## config.mk

```make
export PLATFORM = sky130hd
export DESIGN_NAME = stp_excite_seq
export DESIGN_NICKNAME = d
export VERILOG_FILES = /design/src/rtl/stp_pkg.sv /design/src/rtl/stp_step_gate.sv /design/src/rtl/stp_pos_ctrl.sv /design/src/rtl/stp_wave_fold.sv /design/src/rtl/stp_excite_seq.sv
export SDC_FILE = /design/constraint.sdc
export NUM_CORES = 1
export LEC_CHECK = 0
export BUFFER_PORTS_ARGS = -buffer_cell sky130_fd_sc_hd__buf_2
export CAP_MARGIN = 40
export CELL_PAD_IN_SITES_DETAIL_PLACEMENT = 1
export CELL_PAD_IN_SITES_GLOBAL_PLACEMENT = 2
export CORE_MARGIN = 2
export CORE_UTILIZATION = 41
export CTS_BUF_LIST = sky130_fd_sc_hd__clkbuf_2
export DETAILED_ROUTE_END_ITERATION = 8
export PLACE_DENSITY_LB_ADDON = 0.1
export SETUP_SLACK_MARGIN = 0.3
export SYNTH_ARGS = -nofsm -noshare
export SYNTH_HDL_FRONTEND = slang
export SYNTH_SLANG_ARGS = --single-unit
```

## constraint.sdc

```tcl
create_clock -name clk -period 9.9 [get_ports clk]
set_clock_uncertainty 0.1 [all_clocks]
set_input_delay 0.495 -clock clk [delete_from_list [all_inputs] [get_ports clk]]
set_output_delay 0.495 -clock clk [all_outputs]
set_load 0.02 [all_outputs]
```

## src/rtl/stp_pkg.sv

```systemverilog
package stp_pkg;

  localparam logic [2:0] MODE_2PH  = 3'd0;
  localparam logic [2:0] MODE_12FT = 3'd1;
  localparam logic [2:0] MODE_12   = 3'd2;
  localparam logic [2:0] MODE_M256 = 3'd3;
  localparam logic [2:0] MODE_M128 = 3'd4;

  // Codes above the last defined mode fold onto the coarse microstep mode.
  function automatic logic [2:0] norm_mode(input logic [2:0] m);
    return (m > MODE_M128) ? MODE_M128 : m;
  endfunction

  function automatic logic is_coarse(input logic [2:0] m);
    return (m == MODE_2PH) || (m == MODE_12FT) || (m == MODE_12);
  endfunction

  function automatic logic is_full_torque(input logic [2:0] m);
    return (m == MODE_2PH) || (m == MODE_12FT);
  endfunction

  // Rational sine approximation over a half period of 'half' steps,
  // scaled to 'full' and rounded to nearest.
  function automatic int sine_pct(input int a, input int half, input int full);
    longint num;
    longint den;
    num = 64'(16) * a * (half - a) * full;
    den = 64'(5) * half * half - 64'(4) * a * (half - a);
    return int'((2 * num + den) / (2 * den));
  endfunction

endpackage

```

## src/rtl/stp_step_gate.sv

```systemverilog
module stp_step_gate (
  input  logic clk,
  input  logic rst_n,
  input  logic step_clk,
  input  logic cfg_load,
  input  logic cfg_hold,
  output logic step_edge
);

  logic hold_r, hold_n;
  logic lvl_r, lvl_n;
  logic prev_r, prev_n;
  logic int_clk;

  assign int_clk   = hold_r ? lvl_r : step_clk;
  assign step_edge = int_clk & ~prev_r & ~cfg_load;

  always_comb begin
    hold_n = hold_r;
    lvl_n  = lvl_r;
    prev_n = int_clk;
    if (cfg_load) begin
      hold_n = cfg_hold;
      lvl_n  = int_clk;
      // On release, start from the live level so a high clock is no edge.
      prev_n = cfg_hold ? int_clk : step_clk;
    end
  end

  always_ff @(posedge clk or negedge rst_n) begin
    if (!rst_n) begin
      hold_r <= 1'b0;
      lvl_r  <= 1'b0;
      prev_r <= 1'b0;
    end else begin
      hold_r <= hold_n;
      lvl_r  <= lvl_n;
      prev_r <= prev_n;
    end
  end

  p_hold_freeze_r8: assert property (@(posedge clk) disable iff (!rst_n)
    hold_r |-> !step_edge);

  p_release_clean_r8: assert property (@(posedge clk) disable iff (!rst_n)
    (cfg_load && !cfg_hold) |=> (!step_edge || $rose(step_clk)));

endmodule

```

## src/rtl/stp_pos_ctrl.sv

```systemverilog
module stp_pos_ctrl
  import stp_pkg::*;
#(
  parameter int POS_W = 8
) (
  input  logic             clk,
  input  logic             rst_n,
  input  logic             step_edge,
  input  logic             cfg_load,
  input  logic [2:0]       cfg_mode,
  input  logic             cfg_dir,
  input  logic             cfg_cnt_rst,
  output logic [POS_W-1:0] pos,
  output logic [2:0]       cur_mode
);

  localparam int QTR = 1 << (POS_W - 2);
  localparam logic [POS_W-1:0] EIGHTH   = POS_W'(QTR / 2);
  localparam logic [POS_W-1:0] INIT_2PH = POS_W'((1 << POS_W) - QTR / 2);

  logic [POS_W-1:0] pos_r, pos_n;
  logic [2:0]       cur_mode_r, cur_mode_n;
  logic [2:0]       pend_mode_r, pend_mode_n;
  logic             pend_dir_r, pend_dir_n;
  logic             crst_r, crst_n;
  logic [2:0]       mode_in;
  logic             jump;
  logic [POS_W-1:0] amt;
  logic [POS_W-1:0] stepped;
  logic             advance;

  function automatic logic [POS_W-1:0] step_size(input logic [2:0] m);
    case (m)
      MODE_2PH:  return POS_W'(QTR);
      MODE_12FT,
      MODE_12:   return POS_W'(QTR / 2);
      MODE_M256: return POS_W'(1);
      default:   return POS_W'(2);
    endcase
  endfunction

  assign mode_in = norm_mode(cfg_mode);
  assign advance = step_edge & ~crst_r & ~cfg_load;

  always_comb begin
    jump = 1'b0;
    amt  = step_size(pend_mode_r);
    if (pend_mode_r != cur_mode_r) begin
      if (is_coarse(pend_mode_r)) begin
        jump = (pos_r != EIGHTH);
      end else if ((pend_mode_r == MODE_M256) || pos_r[0]) begin
        amt = POS_W'(1);
      end
    end
    if (jump)            stepped = EIGHTH;
    else if (pend_dir_r) stepped = pos_r - amt;
    else                 stepped = pos_r + amt;
  end

  always_comb begin
    pos_n       = pos_r;
    cur_mode_n  = cur_mode_r;
    pend_mode_n = pend_mode_r;
    pend_dir_n  = pend_dir_r;
    crst_n      = crst_r;
    if (cfg_load) begin
      pend_mode_n = mode_in;
      pend_dir_n  = cfg_dir;
      crst_n      = cfg_cnt_rst;
      if (cfg_cnt_rst) begin
        cur_mode_n = mode_in;
        pos_n      = (mode_in == MODE_2PH) ? INIT_2PH : '0;
      end
    end else if (advance) begin
      cur_mode_n = pend_mode_r;
      pos_n      = stepped;
    end
  end

  always_ff @(posedge clk or negedge rst_n) begin
    if (!rst_n) begin
      pos_r       <= '0;
      cur_mode_r  <= MODE_12;
      pend_mode_r <= MODE_12;
      pend_dir_r  <= 1'b0;
      crst_r      <= 1'b0;
    end else begin
      pos_r       <= pos_n;
      cur_mode_r  <= cur_mode_n;
      pend_mode_r <= pend_mode_n;
      pend_dir_r  <= pend_dir_n;
      crst_r      <= crst_n;
    end
  end

  assign pos      = pos_r;
  assign cur_mode = cur_mode_r;

  p_idle_stable_r3: assert property (@(posedge clk) disable iff (!rst_n)
    (!step_edge && !cfg_load) |=> $stable(pos_r));

  p_reset_frozen_r9: assert property (@(posedge clk) disable iff (!rst_n)
    (crst_r && !cfg_load) |=> $stable(pos_r));

  p_micro_unit_r6: assert property (@(posedge clk) disable iff (!rst_n)
    (step_edge && !cfg_load && !crst_r && (pend_mode_r == cur_mode_r) &&
     (cur_mode_r == MODE_M256) && !pend_dir_r)
    |=> (pos_r == POS_W'($past(pos_r) + 1'b1)));

  p_realign_r11: assert property (@(posedge clk) disable iff (!rst_n)
    (step_edge && !cfg_load && !crst_r && (pend_mode_r != cur_mode_r) &&
     is_coarse(pend_mode_r) && (pos_r != EIGHTH))
    |=> (pos_r == EIGHTH));

endmodule

```

## src/rtl/stp_wave_fold.sv

```systemverilog
module stp_wave_fold #(
  parameter int POS_W    = 8,
  parameter int PCT_W    = 8,
  parameter int FULL_PCT = 100
) (
  input  logic [POS_W-1:0]  angle,
  input  logic              full_torque,
  output logic signed [PCT_W-1:0] pct
);

  localparam int QTR = 1 << (POS_W - 2);

  logic [PCT_W-1:0] lut [QTR+1];
  logic [1:0]       quad;
  logic [POS_W-2:0] off;
  logic [POS_W-2:0] idx;
  logic [PCT_W-1:0] mag;

  for (genvar g = 0; g <= QTR; g++) begin : g_lut
    assign lut[g] = PCT_W'(stp_pkg::sine_pct(g, 2 * QTR, FULL_PCT));
  end

  assign quad = angle[POS_W-1:POS_W-2];
  assign off  = {1'b0, angle[POS_W-3:0]};

  always_comb begin
    idx = quad[0] ? ((POS_W-1)'(QTR) - off) : off;
    mag = lut[idx];
    if (full_torque && (mag != '0)) mag = PCT_W'(FULL_PCT);
    pct = quad[1] ? -$signed(mag) : $signed(mag);
  end

endmodule

```

## src/rtl/stp_excite_seq.sv

```systemverilog
module stp_excite_seq
  import stp_pkg::*;
#(
  parameter int POS_W    = 8,
  parameter int PCT_W    = 8,
  parameter int FULL_PCT = 100
) (
  input  logic                    clk,
  input  logic                    rst_n,
  input  logic                    step_clk,
  input  logic                    cfg_load,
  input  logic [2:0]              cfg_mode,
  input  logic                    cfg_dir,
  input  logic                    cfg_hold,
  input  logic                    cfg_cnt_rst,
  input  logic                    cfg_out_en,
  output logic signed [PCT_W-1:0] coil_a_pct,
  output logic signed [PCT_W-1:0] coil_b_pct,
  output logic                    coil_hiz
);

  localparam int QTR = 1 << (POS_W - 2);

  logic                    step_edge;
  logic [POS_W-1:0]        pos;
  logic [2:0]              cur_mode;
  logic                    full_torque;
  logic                    oe_r, oe_n;
  logic signed [PCT_W-1:0] wave [2];

  stp_step_gate u_gate (
    .clk       (clk),
    .rst_n     (rst_n),
    .step_clk  (step_clk),
    .cfg_load  (cfg_load),
    .cfg_hold  (cfg_hold),
    .step_edge (step_edge)
  );

  stp_pos_ctrl #(.POS_W(POS_W)) u_pos (
    .clk         (clk),
    .rst_n       (rst_n),
    .step_edge   (step_edge),
    .cfg_load    (cfg_load),
    .cfg_mode    (cfg_mode),
    .cfg_dir     (cfg_dir),
    .cfg_cnt_rst (cfg_cnt_rst),
    .pos         (pos),
    .cur_mode    (cur_mode)
  );

  assign full_torque = is_full_torque(cur_mode);

  // Winding 0 (A) is the sine shifted a quarter turn ahead, winding 1 (B) the sine.
  for (genvar w = 0; w < 2; w++) begin : g_wind
    localparam logic [POS_W-1:0] SHIFT = (w == 0) ? POS_W'(QTR) : '0;
    stp_wave_fold #(.POS_W(POS_W), .PCT_W(PCT_W), .FULL_PCT(FULL_PCT)) u_fold (
      .angle       (pos + SHIFT),
      .full_torque (full_torque),
      .pct         (wave[w])
    );
  end

  assign oe_n = cfg_load ? cfg_out_en : oe_r;

  always_ff @(posedge clk or negedge rst_n) begin
    if (!rst_n) oe_r <= 1'b0;
    else        oe_r <= oe_n;
  end

  assign coil_a_pct = wave[0];
  assign coil_b_pct = wave[1];
  assign coil_hiz   = ~oe_r;

  p_hiz_follows_load_r2: assert property (@(posedge clk) disable iff (!rst_n)
    cfg_load |=> (coil_hiz == !$past(cfg_out_en)));

  p_mag_bound_r7: assert property (@(posedge clk) disable iff (!rst_n)
    (coil_a_pct <= PCT_W'(FULL_PCT)) && (coil_a_pct >= -PCT_W'(FULL_PCT)) &&
    (coil_b_pct <= PCT_W'(FULL_PCT)) && (coil_b_pct >= -PCT_W'(FULL_PCT)));

  p_ft_levels_r7: assert property (@(posedge clk) disable iff (!rst_n)
    full_torque |->
      ((coil_a_pct == 0) || (coil_a_pct == PCT_W'(FULL_PCT)) || (coil_a_pct == -PCT_W'(FULL_PCT))) &&
      ((coil_b_pct == 0) || (coil_b_pct == PCT_W'(FULL_PCT)) || (coil_b_pct == -PCT_W'(FULL_PCT))));

  p_oe_hold_r10: assert property (@(posedge clk) disable iff (!rst_n)
    !cfg_load |=> $stable(coil_hiz));

endmodule

```

==> metrics <==
gpl congestion 0.854; Unique masters post-synth 90; Cell Chain, Critical Path inv_1 -> ha_1 -> nand2_1 -> o21ai_1 -> inv_1 -> ha_1 -> mux2i_1 -> nor2_1 -> a2111oi_0 -> a211oi_1 -> o221ai_1 -> nand2_1 -> ha_1 -> nand3_2 -> nand3_1 -> o21a_1 -> nand4_1 -> buf_2; Post-synth top cells o21ai_0, nand2_1, ha_1; vias per cell 6.31; post-synthesis cell area 4110 um2; Worst-path clk slew between 200 and 250 ps; CTS sink count 20; main flop type after synthesis dfrtp_1; Fill cells 1270; highest clock rate about 0.17 GHz; RSZ-0062 raised after global routing no; Crit path max-delay family compound AO/OA/AOI/OAI gates; Yosys top cell by area dfrtp_1; Buf/Inv on CP 3; Mean Syn Cell Area between 7 and 8 um2; hold-critical path endpoint u_pos.pend_dir_r; n_diodes 0; Crit path required time 9310 ps; Reg2Reg Depth 18; HPWL Detailed 10.1 mm; Num CTS Buffers 3; ys async rst share 100%; post-synth top area share a little over a tenth; # rows 36; Hold Violations, Final 0; Die H 104 um; Final min period 5920 ps; min-delay worst type in2reg; CP max stage cell dfrtp_1; Core Area 9730 um2; area of the multi-input gates 3300 um2; Final nets roughly 600; CP startpoint kind flop; TritonRoute pass-1 iters 4; initial detailed-routing violation count 283; WL/cell 19.7 um; P&R area growth vs syn 5.30%; IO buf count 27; Syn Inst Count about 540; hold path start cfg_dir; Crit Reg-Reg Endpoint u_pos.pos[7]; Post-Synthesis Net Count a little under 600; fraction of layout cells with a size suffix above 1 14.7%; root buffer cell clkbuf_2; top cells by area, synth dfrtp_1, ha_1, o21ai_0; initial antenna violation count 0; Initial Utilization 42.2%; DIE WIDTH 104 um; arrival time at the worst endpoint roughly 5300 ps; Die ar. 10800 um2; vias in the first global route around 4500; num ports 28; worst r2r src u_pos.pend_mode_r[1]; crit path kind reg2out; total global routing overflow 0; Post-DRT Antenna Nets 0; H-Tree Depth 1; vias post-DR 4286; period utilization 59.8%; hold path depth 2; Syn. warnings 0; setup violators final 0; register bit total from synthesis 20; sequential cell area roughly 500 um2; largest net degree at the start of global routing 53; MaxCap Viol Count 0; Reg2Reg Setup Slack 5970 ps; Global Route Usage Sum between 20 and 25%; CP max FO 21; first-pass GRT wire length about 22 mm; clk_lat worst skew 350 ps; Slew Limit Fails 0; sequential-to-total area share from yosys stat 12.2%; Post-CTS Setup Bufs 0; DRC viols 0; CTS tree done; Critical Path Most Common Cell ha_1; worst-margin pin slew between 800 and 900 ps; status finished clean; crit path capture type primary output; CTS Buffer Depth 2; Post-Route WL around 13 mm; crit-path max cell delay 840 ps; EDFF count, synth 0; Max-slew headroom 42.7%; most frequent cell after synthesis o21ai_0; Setup TNS 0 ps
[through the flow]
stage | hold WS (ps) | util (%) | setup slack [ps] | cells | area, um2
after floorplan | 99.4 | - | 5080 | 544 | 4110
after global placement | 374 | 43.8 | 4580 | 672 | 4260
after detailed placement | 379 | 43.9 | 4460 | 674 | 4270
after CTS | 265 | 44.4 | 4050 | 679 | 4320
after global routing | 268 | 44.4 | 3570 | 679 | 4320
final | 246 | 44.4 | 3980 | 679 | 4320
[per-layer routing]
metal	GRT usage (%)	share of wire, %	vias to the layer above
li1	-	-	2054
met1	30.4	44	2122
met2	46.4	51	82
met3	0.877	2.9	28
met4	6.27	2.2	0
met5	0	0	-
[state kept, by name, indices dropped and copies added (netlist names)]
name	cells
u_pos.pos	8
u_pos.pend_dir_r	1
u_pos.crst_r	1
u_pos.cur_mode	3
u_gate.hold_r	1
u_gate.prev_r	1
u_pos.pend_mode_r	3
oe_r	1
u_gate.lvl_r	1
[cells in the final DEF, fill, tap and decap left out, types with 5 or more instances in the layout]
cell and instances:
o2111ai_1 6, o21a_1 9, dfrtp_1 18, o21ai_0 45, nor2_1 30, o211ai_1 8, nor2b_1 19, buf_2 27
xnor2_1 14, inv_1 25, a21o_1 5, nand2_1 37, nand2b_1 18, ha_1 36, mux2i_1 8, nor3_1 16
nand3_1 8, buf_4 6, inv_2 6, mux2_2 10, a31oi_1 6, or2_2 7, nor3b_1 5, a211oi_1 10
a21oi_1 30, o41ai_1 5, o22ai_1 12
[cells by family (layout without fill, tap and decap cells)]
group,Yosys count,after routing,synth area share (%)
flip-flops,20,20,12.2
AND/OR/NAND/NOR,184,184,25.8
XOR/XNOR,17,17,3.96
AO/OA/AOI/OAI,198,198,34.1
multiplexers,18,18,4.69
adder cells (fa/ha/maj),38,38,11.7
buffers and inverters,69,71,7.50
[cell type report]
type,instances,share of cell area (%)
Tap cell,133,3.85
Clock inverter,1,0.694
Sequential cell,20,11.6
Clock buffer,3,0.347
Inverter,32,2.78
Timing Repair Buffer,35,4.48
Multi-Input combinational cell,455,76.2
[worst max path at each step]
stage,end,slack (ps),from,depth (start not counted)
floorplan,coil_a_pct[5],5080,u_pos.pos[0],19
global placement,coil_a_pct[2],4580,u_pos.pos[1],15
detailed placement,coil_b_pct[6],4460,u_pos.pos[1],18
CTS,coil_b_pct[6],4050,u_pos.pos[1],18
global route,coil_b_pct[6],3570,u_pos.pos[1],18
finish,coil_b_pct[6],3980,u_pos.pos[1],18
[what timing repair did]
item / in CTS / in global routing
hold buffers: 1 / 0
hold endpoints to repair: 18 / 0
resized for setup: 0 / 0
Power is left out: the tool's default activity adds up to more than one toggle a clock period on the data nets, which glitch-free logic cannot reach.
